`config.mk`:
```
export PLATFORM = sky130hd
export DESIGN_NAME = twi_data_status
export DESIGN_NICKNAME = d
export VERILOG_FILES = /design/src/rtl/twi_ds_pkg.sv /design/src/rtl/twi_ds_databuf.sv /design/src/rtl/twi_ds_errflags.sv /design/src/rtl/twi_ds_evtflags.sv /design/src/rtl/twi_data_status.sv
export SDC_FILE = /design/constraint.sdc
export NUM_CORES = 1
export LEC_CHECK = 0
export BUFFER_PORTS_ARGS = -buffer_cell sky130_fd_sc_hd__buf_2
export CAP_MARGIN = 25
export CORE_ASPECT_RATIO = 1.1
export CORE_MARGIN = 4
export CORE_UTILIZATION = 40
export CTS_CLUSTER_DIAMETER = 80
export CTS_CLUSTER_SIZE = 14
export DETAILED_ROUTE_END_ITERATION = 7
export PLACE_DENSITY = 0.78
export REMOVE_ABC_BUFFERS = 1
export SYNTH_ARGS = -nofsm -noshare
export SYNTH_HDL_FRONTEND = slang
export SYNTH_SLANG_ARGS = --single-unit
```
`constraint.sdc`:
```
create_clock -name clk -period 1.47 [get_ports clk]
set_clock_uncertainty 0.15 [all_clocks]
set_input_delay 0.0735 -clock clk [delete_from_list [all_inputs] [get_ports clk]]
set_output_delay 0.0735 -clock clk [all_outputs]
set_load 0.01 [all_outputs]
```
`src/rtl/twi_ds_pkg.sv`:
```
package twi_ds_pkg;

    localparam int NUM_ERR = 7;
    localparam int NUM_EVT = 5;
    localparam int TXE_POS  = 7;
    localparam int RXNE_POS = 6;

    typedef struct packed {
        logic [NUM_ERR-1:0] err;
        logic               txe;
        logic               rxne;
        logic [NUM_EVT-1:0] evt;
    } flags_t;

    // status bit that carries error flag i (bit 13 is skipped)
    function automatic int err_pos(input int i);
        return (i < 5) ? (8 + i) : (9 + i);
    endfunction

    function automatic logic [15:0] pack_status(input flags_t f);
        logic [15:0] w;
        w = '0;
        for (int i = 0; i < NUM_EVT; i++) w[i] = f.evt[i];
        w[RXNE_POS] = f.rxne;
        w[TXE_POS]  = f.txe;
        for (int i = 0; i < NUM_ERR; i++) w[err_pos(i)] = f.err[i];
        return w;
    endfunction

    // bits written as 1 keep their error flag
    function automatic logic [NUM_ERR-1:0] keep_mask(input logic [15:0] w);
        logic [NUM_ERR-1:0] k;
        for (int i = 0; i < NUM_ERR; i++) k[i] = w[err_pos(i)];
        return k;
    endfunction

endpackage

```
`src/rtl/twi_ds_databuf.sv`:
```
module twi_ds_databuf #(
    parameter int BYTE_W = 8
) (
    input  logic              clk,
    input  logic              rst,
    input  logic              wr_dr,
    input  logic              rd_dr,
    input  logic [BYTE_W-1:0] wbyte,
    input  logic              tx_load,
    input  logic              rx_valid,
    input  logic              rx_arlo,
    input  logic [BYTE_W-1:0] rx_byte,
    output logic [BYTE_W-1:0] data_q,
    output logic              txe,
    output logic              rxne,
    output logic              overrun
);
    logic accept;

    assign accept  = rx_valid && !rx_arlo;
    assign overrun = accept && rxne && !rd_dr;

    always_ff @(posedge clk) begin
        if (rst) begin
            data_q <= '0;
        end else if (accept && !overrun) begin
            data_q <= rx_byte;
        end else if (wr_dr) begin
            data_q <= wbyte;
        end
    end

    always_ff @(posedge clk) begin
        if (rst) begin
            rxne <= 1'b0;
        end else if (accept) begin
            rxne <= 1'b1;
        end else if (rd_dr) begin
            rxne <= 1'b0;
        end
    end

    always_ff @(posedge clk) begin
        if (rst) begin
            txe <= 1'b0;
        end else if (tx_load) begin
            txe <= 1'b1;
        end else if (wr_dr) begin
            txe <= 1'b0;
        end
    end
endmodule

```
`src/rtl/twi_ds_errflags.sv`:
```
module twi_ds_errflags #(
    parameter int N = 7
) (
    input  logic         clk,
    input  logic         rst,
    input  logic         enable,
    input  logic         sw_wr,
    input  logic [N-1:0] sw_keep,
    input  logic [N-1:0] hw_set,
    output logic [N-1:0] q
);
    for (genvar i = 0; i < N; i++) begin : g_flag
        always_ff @(posedge clk) begin
            if (rst || !enable) begin
                q[i] <= 1'b0;
            end else if (hw_set[i]) begin
                q[i] <= 1'b1;
            end else if (sw_wr && !sw_keep[i]) begin
                q[i] <= 1'b0;
            end
        end
    end
endmodule

```
`src/rtl/twi_ds_evtflags.sv`:
```
module twi_ds_evtflags #(
    parameter int N = 5
) (
    input  logic         clk,
    input  logic         rst,
    input  logic [N-1:0] set,
    input  logic [N-1:0] clr,
    output logic [N-1:0] q
);
    for (genvar i = 0; i < N; i++) begin : g_flag
        always_ff @(posedge clk) begin
            if (rst) begin
                q[i] <= 1'b0;
            end else if (set[i]) begin
                q[i] <= 1'b1;
            end else if (clr[i]) begin
                q[i] <= 1'b0;
            end
        end
    end
endmodule

```
`src/rtl/twi_data_status.sv`:
```
module twi_data_status
    import twi_ds_pkg::*;
#(
    parameter int          ADDR_W   = 8,
    parameter int          REG_W    = 16,
    parameter int          BYTE_W   = 8,
    parameter logic [7:0]  DATA_OFS = 8'h10,
    parameter logic [7:0]  STAT_OFS = 8'h14
) (
    input  logic              clk,
    input  logic              rst,
    input  logic              enable,
    input  logic [ADDR_W-1:0] reg_addr,
    input  logic              reg_wr,
    input  logic              reg_rd,
    input  logic [REG_W-1:0]  reg_wdata,
    output logic [REG_W-1:0]  reg_rdata,
    output logic [BYTE_W-1:0] tx_byte,
    input  logic              tx_load,
    input  logic              rx_valid,
    input  logic              rx_arlo,
    input  logic [BYTE_W-1:0] rx_byte,
    input  logic [NUM_ERR-1:0] err_evt,
    input  logic [NUM_EVT-1:0] evt_set,
    input  logic [NUM_EVT-1:0] evt_clr
);
    localparam int OVR_IDX = 3;

    logic               hit_dr, hit_sr;
    logic               wr_dr, rd_dr, wr_sr;
    logic               overrun;
    logic [NUM_ERR-1:0] err_raise;
    flags_t             flags;
    logic [15:0]        status_w;
    logic [BYTE_W-1:0]  data_q;

    assign hit_dr = (reg_addr == ADDR_W'(DATA_OFS));
    assign hit_sr = (reg_addr == ADDR_W'(STAT_OFS));
    assign wr_dr  = reg_wr && hit_dr;
    assign rd_dr  = reg_rd && hit_dr;
    assign wr_sr  = reg_wr && hit_sr;

    twi_ds_databuf #(.BYTE_W(BYTE_W)) i_buf (
        .clk      (clk),
        .rst      (rst),
        .wr_dr    (wr_dr),
        .rd_dr    (rd_dr),
        .wbyte    (reg_wdata[BYTE_W-1:0]),
        .tx_load  (tx_load),
        .rx_valid (rx_valid),
        .rx_arlo  (rx_arlo),
        .rx_byte  (rx_byte),
        .data_q   (data_q),
        .txe      (flags.txe),
        .rxne     (flags.rxne),
        .overrun  (overrun)
    );

    always_comb begin
        err_raise = err_evt;
        err_raise[OVR_IDX] = err_evt[OVR_IDX] | overrun;
    end

    twi_ds_errflags #(.N(NUM_ERR)) i_err (
        .clk     (clk),
        .rst     (rst),
        .enable  (enable),
        .sw_wr   (wr_sr),
        .sw_keep (keep_mask(16'(reg_wdata))),
        .hw_set  (err_raise),
        .q       (flags.err)
    );

    twi_ds_evtflags #(.N(NUM_EVT)) i_evt (
        .clk (clk),
        .rst (rst),
        .set (evt_set),
        .clr (evt_clr),
        .q   (flags.evt)
    );

    assign status_w = pack_status(flags);
    assign tx_byte  = data_q;

    always_comb begin
        reg_rdata = '0;
        if (hit_dr) begin
            reg_rdata[BYTE_W-1:0] = data_q;
        end else if (hit_sr) begin
            reg_rdata = REG_W'(status_w);
        end
    end
endmodule

```
Word level (Yosys, flattened, before mapping)
Index checks and enable logic that the tools add are counted.
W data, S select, Z words.

cells by class
  shift-type cells = 0
  $mul = 0
  order comparisons = 0
  add/subtract/negate cells = 0
  reduce and logical (&&, ||, !) cells = 41
  multiplexer cells = 33
  eq/ne operators = 2
  bitwise operators = 1
  divide/modulo/power cells = 0

operators by type and width
  cell                  number
  $mux W8               4
  $reduce_bool A2 Y1    15
  $mux W1               28
  $eq A8 B5 Y1 const B  2
  $mux W16              1
  $logic_and A1 B1 Y1   14
  $logic_not A1 Y1      11
  $logic_or A1 B1 Y1    1
  $or A1 B1 Y1          1

storage, ports and cells
  word-level logic and storage cells = 92
  bits in writable memories = 0
  bits in latches = 0
  ROM bits = 0
  memories = 0
  input port bits = 57
  output and inout port bits = 24
  bits in registers = 22

Logic depth before layout (Yosys ltp)
Gate-level depths: netlist (run 1).

  depth in word-level cells = 7
  mapped depth = 5
  mapped depth without buffers = 4

Cells and area by module
A second synthesis (run 1) with hierarchy kept.

unflattened totals
  cells, all modules = 144
  area, all modules = 1415.1 µm²

by module, submodules not included
  module           sequential area each (µm²)  area an instance (µm²)  times used  cells an instance
  twi_ds_databuf   200.2                       553.0                   1           48
  twi_ds_errflags  140.1                       349.1                   1           30
  twi_data_status  0.0                         337.8                   1           46
  twi_ds_evtflags  100.1                       175.2                   1           20

Least setup slack after synthesis (run 1)
No wires, ideal clock.

  path type = input-to-reg
  start = input reg_addr[7]
  end = register i_buf.data_q[0]
  path buffers = 1
  library setup time = 0.086 ns
  data required time = 1.234 ns
  cell stages on the path = 5
  setup slack = 0.186 ns
  data arrival time = 1.048 ns
  cell sequence = nor4b_4 > nand3_1 > buf_2 > mux2i_1 > a221oi_2

between the ends
  word-level cells in the longest chain between the ends = 7
  elaborated cells on any way between the ends = 9
  classes of those cells = eq/ne (1); mux (1); reduce/logical (7)

RTL lines
  item                                                  line                   text
  start: declaration                                    twi_data_status.sv:13  input logic [ADDR_W-1:0] reg_addr,
  $eq A8 B5 Y1 (*)                                      twi_data_status.sv:37  assign hit_dr = (reg_addr == ADDR_W'(DATA_OFS));
  $logic_and A1 B1 Y1                                   twi_data_status.sv:40  assign rd_dr = reg_rd && hit_dr;
  $logic_not A1 Y1                                      twi_ds_databuf.sv:21   assign overrun = accept && rxne && !rd_dr;
  $logic_and A1 B1 Y1                                   twi_ds_databuf.sv:21
  $logic_not A1 Y1                                      twi_ds_databuf.sv:26   end else if (accept && !overrun) begin
  $logic_and A1 B1 Y1                                   twi_ds_databuf.sv:26
  $mux W8 / $reduce_bool A2 Y1 (equally long branches)  -
  end signal: assignment                                twi_ds_databuf.sv:27   data_q <= rx_byte;
  end signal: assignment                                twi_ds_databuf.sv:29   data_q <= wbyte;
  end: declaration                                      twi_ds_databuf.sv:13   output logic [BYTE_W-1:0] data_q,

Mark *: on every way between the ends. The rest lies on a longest branch, timed or not.
A chain may end at the register's enable or synchronous reset.

Final worst setup path (run 1)
  start = input evt_set[3]
  end = register i_evt.q[3]

between the ends
  word-level cells in the longest chain between the ends = 1
  elaborated cells on any way between the ends = 2
  classes of those cells = mux (1); reduce/logical (1)

RTL lines
  item                                                  line                   text
  start: declaration                                    twi_data_status.sv:24  input logic [NUM_EVT-1:0] evt_set,
  $mux W1 / $reduce_bool A2 Y1 (equally long branches)  -
  end signal: indexed assignment                        twi_ds_evtflags.sv:13  q[i] <= 1'b0;
  end signal: indexed assignment                        twi_ds_evtflags.sv:15  q[i] <= 1'b1;
  end signal: indexed assignment                        twi_ds_evtflags.sv:17  q[i] <= 1'b0;
  end: declaration                                      twi_ds_evtflags.sv:8   output logic [N-1:0] q

Parallel ways exist; a longest one is shown, timed or not.

==> results.yml, run 1 <==
status:
  outcome: "finished, final reports clean"
floorplan:
  pin_count: 81
  initial_utilization_pct: 41.8
  die_x_um: 59.1
  rows: 20
  dieArea_um2: 3800
  die_height_um: 64.2
  coreArea_um2: 2750
sta:
  rsz0062_at_grt: "yes"
  holdWs_ns: 0.000198
  setup_viol: 0
  tns_ns: 0
  clock.fmax_ghz: 0.700
  finalHoldViolations: 0
  slew_viol_final: 0
  final.min_clock_period_ns: 1.43
  min_period_over_period_pct: 97.1
logic_synthesis:
  yosysTopAreaCell: "dfxtp_1"
  synth_top_family_by_area: "compound AO/OA/AOI/OAI gates"
  netlist_area_um2: 1150
  synth_cell_type_count: 24
  ys_warn_count: 0
  synthMuxAreaShare_pct: 6.96
  netlist_instances: 124
  synth-xor-area-share_pct: 0
  synth_fa_ha_area_share_pct: 0
  synth_compound_area_share_pct: 25.8
  synth.area.top_cells: "dfxtp_1 (38%), a221oi_2 (10%), mux2i_1 (7.0%)"
  ys_seq_elements: 22
  synth_top_area_share_pct: 38.3
  ys_seq_area_share_pct: 38.3
  synthSimpleGateAreaFrac_pct: 19.0
  avgSynthCellArea_um2: 9.27
layout:
  drive_gt1_share_pct: 44.4
  final_common_cell: "buf_2"
  num_antenna_cells: 0
  syn_to_final_growth_pct: 82.6
  final_area_um2: 2100
  final_cell_mix: "buf_2 (76), dlygate4sd3_1 (40), dfxtp_1 (21)"
  layout.nets: 308
critical_path:
  crit_chain: "dlygate4sd3_1 > buf_2 > a21oi_1 > dlygate4sd3_1 > nor2_1"
  r2r_cells: 5
  worstPathRequired_ns: 1.54
  crit_path_end_kind: "flip-flop"
  crit_end: "i_evt.q[3]"
  worst-endpoint-arrival_ns: 1.50
  critical_path_class: "input port to flip-flop"
  slowest_stage: "dlygate4sd3_1"
  reg2reg_to: "i_buf.data_q[3]"
  crit_path_start: "evt_set[3]"
  worstReg2RegStart: "i_buf.rxne"
  crit_fanout: 1
  worst_path_largest_cell_delay_ns: 0.57
  worstSetupStartpointType: "input port"
  critical_path.most_common_cell: "dlygate4sd3_1"
  rrSetupSlack_ns: 0.07
job:
  drv_cap: 0
clocking:
  clkLatencyLatePin_ns: 0.31
  cts_inserted_buffers: 3
  cts_tree: "done"
  cts.clk_slew.worst_paths_ns: 0.13
  cts_sinks: 22
  clockRootBuffer: "clkbuf_4"
  htree_levels: 1
  clockBufferDepth: 2
routing:
  drc_errors: 0
  drt-total-wl_um: 4640
  wl_per_cell_um: 16.4
  drt_iter0_markers: 72
  via_per_inst: 5.31
  routed-via-count: 1503
  drtAntennaViolNets: 0
  drtPass1Iterations: 4
grt:
  gr-total-overflow: 0
  grt_pass1_vias: 1684
  grt_max_degree: 13
  antenna_found_initial: 0
  grt_util_all_layers_pct: 25.4
  grt_pass1_wl_um: 7370
hold_path:
  hold_class: "input port to flip-flop"
power:
  vdd_ir_drop_max_v: 0.000559
  p_per_area_nw_per_um2: 641
  power_mw: 1.35
  p_leak_nw: 1.12
place:
  dp_hpwl_um: 2540
  io_buffers: 78
  placed_cell_area_um2: 1620
  gp_congestion: 0.795
worst min path at each step:
stage / startpoint / depth (start not counted) / slack [ns] / endpoint
after floorplan: rst / 1 / -0.01 / i_buf.data_q[0]
after global placement: tx_load / 3 / 0.13 / i_buf.txe
after detailed placement: evt_set[1] / 3 / 0.14 / i_evt.q[1]
after CTS: reg_wdata[7] / 3 / 0.01 / i_buf.data_q[7]
after global routing: reg_wdata[7] / 3 / 0.0009 / i_buf.data_q[7]
final: reg_wdata[7] / 3 / 0.0002 / i_buf.data_q[7]
synth_stat cells:
cell and instances:
nor4_4 1, clkbuf_2 1, buf_6 2, and2_0 1
a22o_1 7, and3_1 8, a221oi_2 8, o21ai_0 7
nand2b_1 3, clkbuf_1 3, or2_0 1, nor2_1 14
a21oi_1 13, buf_2 3, conb_1 1, nor4b_4 2
and2_1 1, nand3_1 2, mux2i_1 8, buf_4 1
a31o_2 1, a31oi_1 1, inv_1 13, dfxtp_1 22
timing repair:
| item | 4_1_cts | 5_1_grt |
|---|---|---|
| gates resized for setup | 0 | 8 |
| buffers inserted | 2 | 1 |
| hold buffers | 40 | 0 |
| endpoints found under the setup margin | 7 | 11 |
| pin swaps | 1 | 4 |
| hold endpoints to repair | 21 | 0 |
through the flow:
step	setup WS [ns]	cells	util, %
finish	0.0419	283	76.3
global route	-0.0297	283	76.3
CTS	0.000272	282	75.1
detailed placement	-0.105	236	58.7
global placement	-0.0592	236	58.7
floorplan	-0.220	114	-
registers in the layout, indices dropped and copies added (netlist names):
signal,count
i_evt.q,5
i_buf.txe,1
i_err.q,7
i_buf.data_q,8
i_buf.rxne,1
per-layer routing:
metal  share of wire, %  vias up  global-route usage [%]
li1                   -      693                       -
met1                 31      704                    23.4
met2                 57       80                    49.3
met3                6.7       26                    3.64
met4                5.2        0                    16.4
met5                  0        -                       0
critical path: cells and delay by family:
| family | cells | cell delay, ns |
|---|---|---|
| buffers and inverters | 3 | 1.25 |
| AND/OR/NAND/NOR | 1 | 0.04 |
| AO/OA/AOI/OAI | 1 | 0.13 |
cells by family (layout without fill, tap and decap cells):
kind of cell,count (synthesis),after routing
compound gates,37,37
simple gates,33,33
buf+inv,23,149
flops,22,22
mux,8,8
other cells,1,1
power breakdown:
part	switching, mW	leakage, nW	internal [mW]
clock network	0.192	0.0210	0.151
registers	0.0255	0.182	0.634
logic	0.140	0.920	0.203
layout make-up:
type                    instances  area (µm²)
clock buffers                   4        36.3
flip-flops and latches         22         442
repair buffers                132         928
fillers                       199         653
well taps                      33        41.3
inverters                      13        48.8
multi-input cells              79         603
Power figures use the tool's default switching activity.
==> run 2, diff against run 1 <==
- BUFFER_PORTS_ARGS: -buffer_cell sky130_fd_sc_hd__buf_2 -> not set
- CORE_UTILIZATION: 40 -> 45
- DONT_BUFFER_PORTS: not set -> 1
- PLACE_DENSITY: 0.78 -> not set
==> results.yml, run 2 (same netlist as run 1, synthesis figures left out) <==
routing:
  drtPass1Iterations: 2
  wl_per_cell_um: 18.0
  drc_errors: 0
  via_per_inst: 5.46
  drt-total-wl_um: 3690
  drt_iter0_markers: 38
  routed-via-count: 1120
  drtAntennaViolNets: 0
clocking:
  cts.clk_slew.worst_paths_ns: 0.14
  cts_inserted_buffers: 3
  clkLatencyLatePin_ns: 0.31
  htree_levels: 1
  clockBufferDepth: 2
  clockRootBuffer: "clkbuf_4"
  cts_sinks: 22
  cts_tree: "done"
layout:
  largest_reg_flops: 8
  syn_to_final_growth_pct: 51.6
  final_cell_mix: "dlygate4sd3_1 (44), dfxtp_1 (22), nor2_1 (14)"
  num_antenna_cells: 0
  layout.nets: 233
  top_register: "i_buf.data_q"
  drive_gt1_share_pct: 16.6
  reg.largest.list: "i_buf.data_q (8), i_err.q (7), i_evt.q (5)"
  final_common_cell: "dlygate4sd3_1"
status:
  outcome: "finished, final reports clean"
sta:
  slew_viol_final: 0
  holdWs_ns: 0.0200
  max_slew.worst_pin.slew_ns: 0.787
  max_slew_margin_pct: 47.5
  final.min_clock_period_ns: 1.41
  finalHoldViolations: 0
  min_period_over_period_pct: 95.8
  fin_ws_ns: 0.0610
  rsz0062_at_grt: "yes"
  clock.fmax_ghz: 0.710
  setup_viol: 0
critical_path:
  r2r_cells: 5
  critical_path_class: "input port to output pin"
  rrSetupSlack_ns: 0.09
  worst-endpoint-arrival_ns: 1.19
  crit_path_start: "reg_addr[5]"
  crit_path_end_kind: "output pin"
  crit_chain: "nor4b_4 > buf_4 > buf_4 > and2_0 > buf_4 > a22o_1"
  critical_path.most_common_cell: "buf_4"
  reg2reg_to: "i_err.q[3]"
  worstPathRequired_ns: 1.25
  worstReg2RegStart: "i_buf.rxne"
  worst_path_largest_cell_delay_ns: 0.31
  slowest_stage: "nor4b_4"
  crit_fanout: 7
  worstSetupStartpointType: "input port"
  crit_end: "reg_rdata[1]"
grt:
  gr-total-overflow: 0
  grt_max_degree: 16
  antenna_found_initial: 0
  grt_util_all_layers_pct: 22.0
  grt_pass1_wl_um: 5800
  grt_pass1_vias: 1280
floorplan:
  die_height_um: 61.0
  initial_utilization_pct: 49.1
  dieArea_um2: 3430
  pin_count: 81
  coreArea_um2: 2340
  rows: 18
  die_x_um: 56.2
power:
  sw_frac_of_total_pct: 23.3
  clockPowerShare_pct: 34.2
  internal_power_mw: 1.06
  pwr-share-comb_pct: 17.4
  vdd_ir_drop_max_v: 0.000696
  p_per_area_nw_per_um2: 790
  p_leak_nw: 0.804
  power_mw: 1.38
  p_seq_share_pct: 48.4
  p_sw_uw: 320
place:
  io_buffers: 0
  dp_hpwl_um: 2320
  gp_congestion: 0.675
  place_ws_ns: 0.0124
job:
  drv_cap: 0
hold_path:
  hold_class: "input port to flip-flop"
## run 2: worst min-delay path by stage
| stage | from | endpoint | slack, ns | depth (start not counted) |
|---|---|---|---|---|
| floorplan | rst | i_buf.data_q[0] | -0.01 | 1 |
| global placement | rst | i_buf.data_q[6] | -0.008 | 1 |
| detailed placement | rst | i_buf.data_q[2] | -0.007 | 1 |
| CTS | rx_arlo | i_buf.rxne | 0.008 | 3 |
| global route | rx_arlo | i_buf.rxne | 0.02 | 3 |
| finish | rx_arlo | i_buf.rxne | 0.02 | 3 |
## run 2: repair_timing
item / 4_1_cts / 5_1_grt
endpoints found under the setup margin: 0 / 15
buffers inserted: 0 / 2
gates resized for setup: 0 / 2
hold buffers: 45 / 0
endpoints found under the hold margin: 22 / 0
## run 2: final cells by class
type                    count  area [µm²]
clock buffers               3        22.5
inverters                  13        48.8
repair buffers             57         556
fillers                   173         599
well taps                  30        37.5
clock inverters             1        30.0
multi-input cells          79         608
flip-flops and latches     22         440
## run 2: critical path: cells and delay by family
| family | cells | cell delay (ns) |
|---|---|---|
| compound gates | 1 | 0.22 |
| simple gates | 2 | 0.43 |
| buf+inv | 3 | 0.47 |
## run 2: power by group through the flow
stage / clock network (mW) / logic [mW] / registers, mW
final: 0.471 / 0.239 / 0.666
after global routing: 0.506 / 0.261 / 0.672
after CTS: 0.478 / 0.230 / 0.664
after detailed placement: 0 / 0.124 / 0.678
after global placement: 0 / 0.119 / 0.676
after floorplan: 0 / 0.0895 / 0.671
## run 2: metrics by stage
step / cell area (µm²) / TNS [ns] / std cells / util [%]
after floorplan: 1090 / -1.76 / 114 / -
after global placement: 1210 / 0 / 154 / 51.8
after detailed placement: 1210 / 0 / 154 / 51.8
after CTS: 1720 / 0 / 203 / 73.3
after global routing: 1740 / -0.0290 / 205 / 74.4
final: 1740 / 0 / 205 / 74.4
## run 2: metal layers
metal	vias to the layer above	routed length [µm]	global-route usage, %
met1	527	1320	22.0
met5	-	0	0
li1	539	-	-
met3	4	287	6.71
met2	50	2050	42.6
met4	0	39	10.5
==> run 3, diff against run 2 <==
- REMOVE_ABC_BUFFERS: 1 -> not set
==> results.yml, run 3 (same netlist as run 1, synthesis figures left out) <==
clocking:
  cts_sinks: 22
  clockBufferDepth: 2
  htree_levels: 1
  postCtsSetupBuffers: 0
  cts.clk_slew.worst_paths_ns: 0.12
  clockRootBuffer: "clkbuf_4"
  clkLatencyLatePin_ns: 0.30
  cts_tree: "done"
  cts_inserted_buffers: 3
routing:
  drtPass1Iterations: 4
  drt_iter0_markers: 50
  drc_errors: 0
  via_per_inst: 5.41
  routed-via-count: 1093
  drt-total-wl_um: 3480
  drtAntennaViolNets: 0
  wl_per_cell_um: 17.2
place:
  dp.cells: 156
  place_ws_ns: 0.0383
  io_buffers: 0
  dp_hpwl_um: 2240
  gp_congestion: 0.679
floorplan:
  dieArea_um2: 3430
  coreArea_um2: 2340
  pin_count: 81
  die_x_um: 56.2
  initial_utilization_pct: 49.1
  die_height_um: 61.0
  rows: 18
critical_path:
  crit_path_end_kind: "flip-flop"
  worst-endpoint-arrival_ns: 1.45
  slowest_stage: "dfxtp_2"
  crit_chain: "inv_1 > a31o_2 > buf_4 > or2_0 > a31oi_1"
  worstPathRequired_ns: 1.56
  crit_fanout: 10
  r2r_cells: 5
  worstSetupStartpointType: "flip-flop"
  reg2reg_to: "i_err.q[3]"
  critical_path_class: "flip-flop to flip-flop"
  crit_end: "i_err.q[3]"
  rrSetupSlack_ns: 0.11
  worstReg2RegStart: "i_buf.rxne"
  crit_path_start: "i_buf.rxne"
  worst_path_largest_cell_delay_ns: 0.36
sta:
  tns_ns: 0
  clock.fmax_ghz: 0.738
  final.min_clock_period_ns: 1.36
  min_period_over_period_pct: 92.2
  fin_ws_ns: 0.114
  finalHoldViolations: 0
  setup_viol: 0
  max_slew.worst_pin.slew_ns: 0.716
  holdWs_ns: 0.0309
  rsz0062_at_grt: "no"
  max_slew_margin_pct: 52.3
  slew_viol_final: 0
layout:
  final_core_util_pct: 71.4
  reg.largest.list: "i_buf.data_q (8), i_err.q (7), i_evt.q (5)"
  regArea_um2: 442
  fillers: 191
  layout.cells.non_filler: 202
  final_cell_mix: "dlygate4sd3_1 (42), dfxtp_1 (21), nor2_1 (14)"
  largest_reg_flops: 8
  layout.nets: 231
  multi_input_area_um2: 599
  drive_gt1_share_pct: 16.3
  final_common_cell: "dlygate4sd3_1"
  num_antenna_cells: 0
  syn_to_final_growth_pct: 45.5
  top_register: "i_buf.data_q"
power:
  vdd_ir_drop_max_v: 0.000507
  p_leak_nw: 0.769
  p_per_area_nw_per_um2: 695
job:
  drv_cap: 0
grt:
  grt_pass1_vias: 1185
  grt_max_degree: 16
  grt_util_all_layers_pct: 21.1
  antenna_found_initial: 0
  gr-total-overflow: 0
  grt_pass1_wl_um: 5560
status:
  outcome: "finished, final reports clean"
logic_synthesis:
  syn_nets: 181
hold_path:
  hold_class: "input port to flip-flop"
run 3: cell count changes in the layout (fill, tap and decap cells not counted):
cell / change
dlygate4sd3_1: -2
buf_12: -1
bufinv_16: -1
buf_4: +1
dfxtp_2: +1
a22o_4: -1
dfxtp_1: -1
a22o_1: +1
run 3: final cells by class:
class	instances	area share (%)
Multi-Input combinational cell	79	35.8
Timing Repair Buffer	55	31.3
Sequential cell	22	26.4
Inverter	13	2.92
Tap cell	30	2.24
Clock buffer	3	1.35
run 3: how the worst min path moves through the flow:
stage,cells past startpoint,endpoint,startpoint
6_report,4,i_err.q[2],reg_wr
5_1_grt,4,i_err.q[2],reg_wr
4_1_cts,3,i_buf.rxne,rx_arlo
3_5_place_dp,1,i_buf.data_q[5],rst
3_3_place_gp,1,i_buf.data_q[6],rst
2_1_floorplan,2,i_buf.txe,tx_load
run 3: what timing repair did:
item                                   CTS  global route
hold buffers                            43             0
resized for setup                        0             2
endpoints found under the hold margin   22             0
setup endpoints to repair                0             7
run 3: metrics by stage:
| step | power, mW | area (µm²) |
|---|---|---|
| floorplan | 0.779 | 1150 |
| global placement | 0.790 | 1220 |
| detailed placement | 0.797 | 1220 |
| CTS | 1.17 | 1670 |
| global route | 1.24 | 1670 |
| finish | 1.16 | 1670 |
run 3: report_power, final:
group,leakage (nW),switching (mW),internal [mW]
combinational,0.573,0.0873,0.137
sequential,0.182,0.0314,0.634
clock,0.0138,0.177,0.0955
run 3: per-layer routing:
metal	routed length [µm]	vias to the layer above	share of wire [%]	GRT usage (%)
met4	16	0	0.46	6.10
li1	-	534	-	-
met3	317	2	9.1	6.29
met2	1910	42	55	41.7
met1	1230	515	35	21.9
met5	0	-	0	0
run 3: worst max-delay path: cells and delay by family, from the launching register on:
family	cells	cell delay, ns
flops	1	0.36
compound gates	2	0.33
buf+inv	2	0.23
simple gates	1	0.22
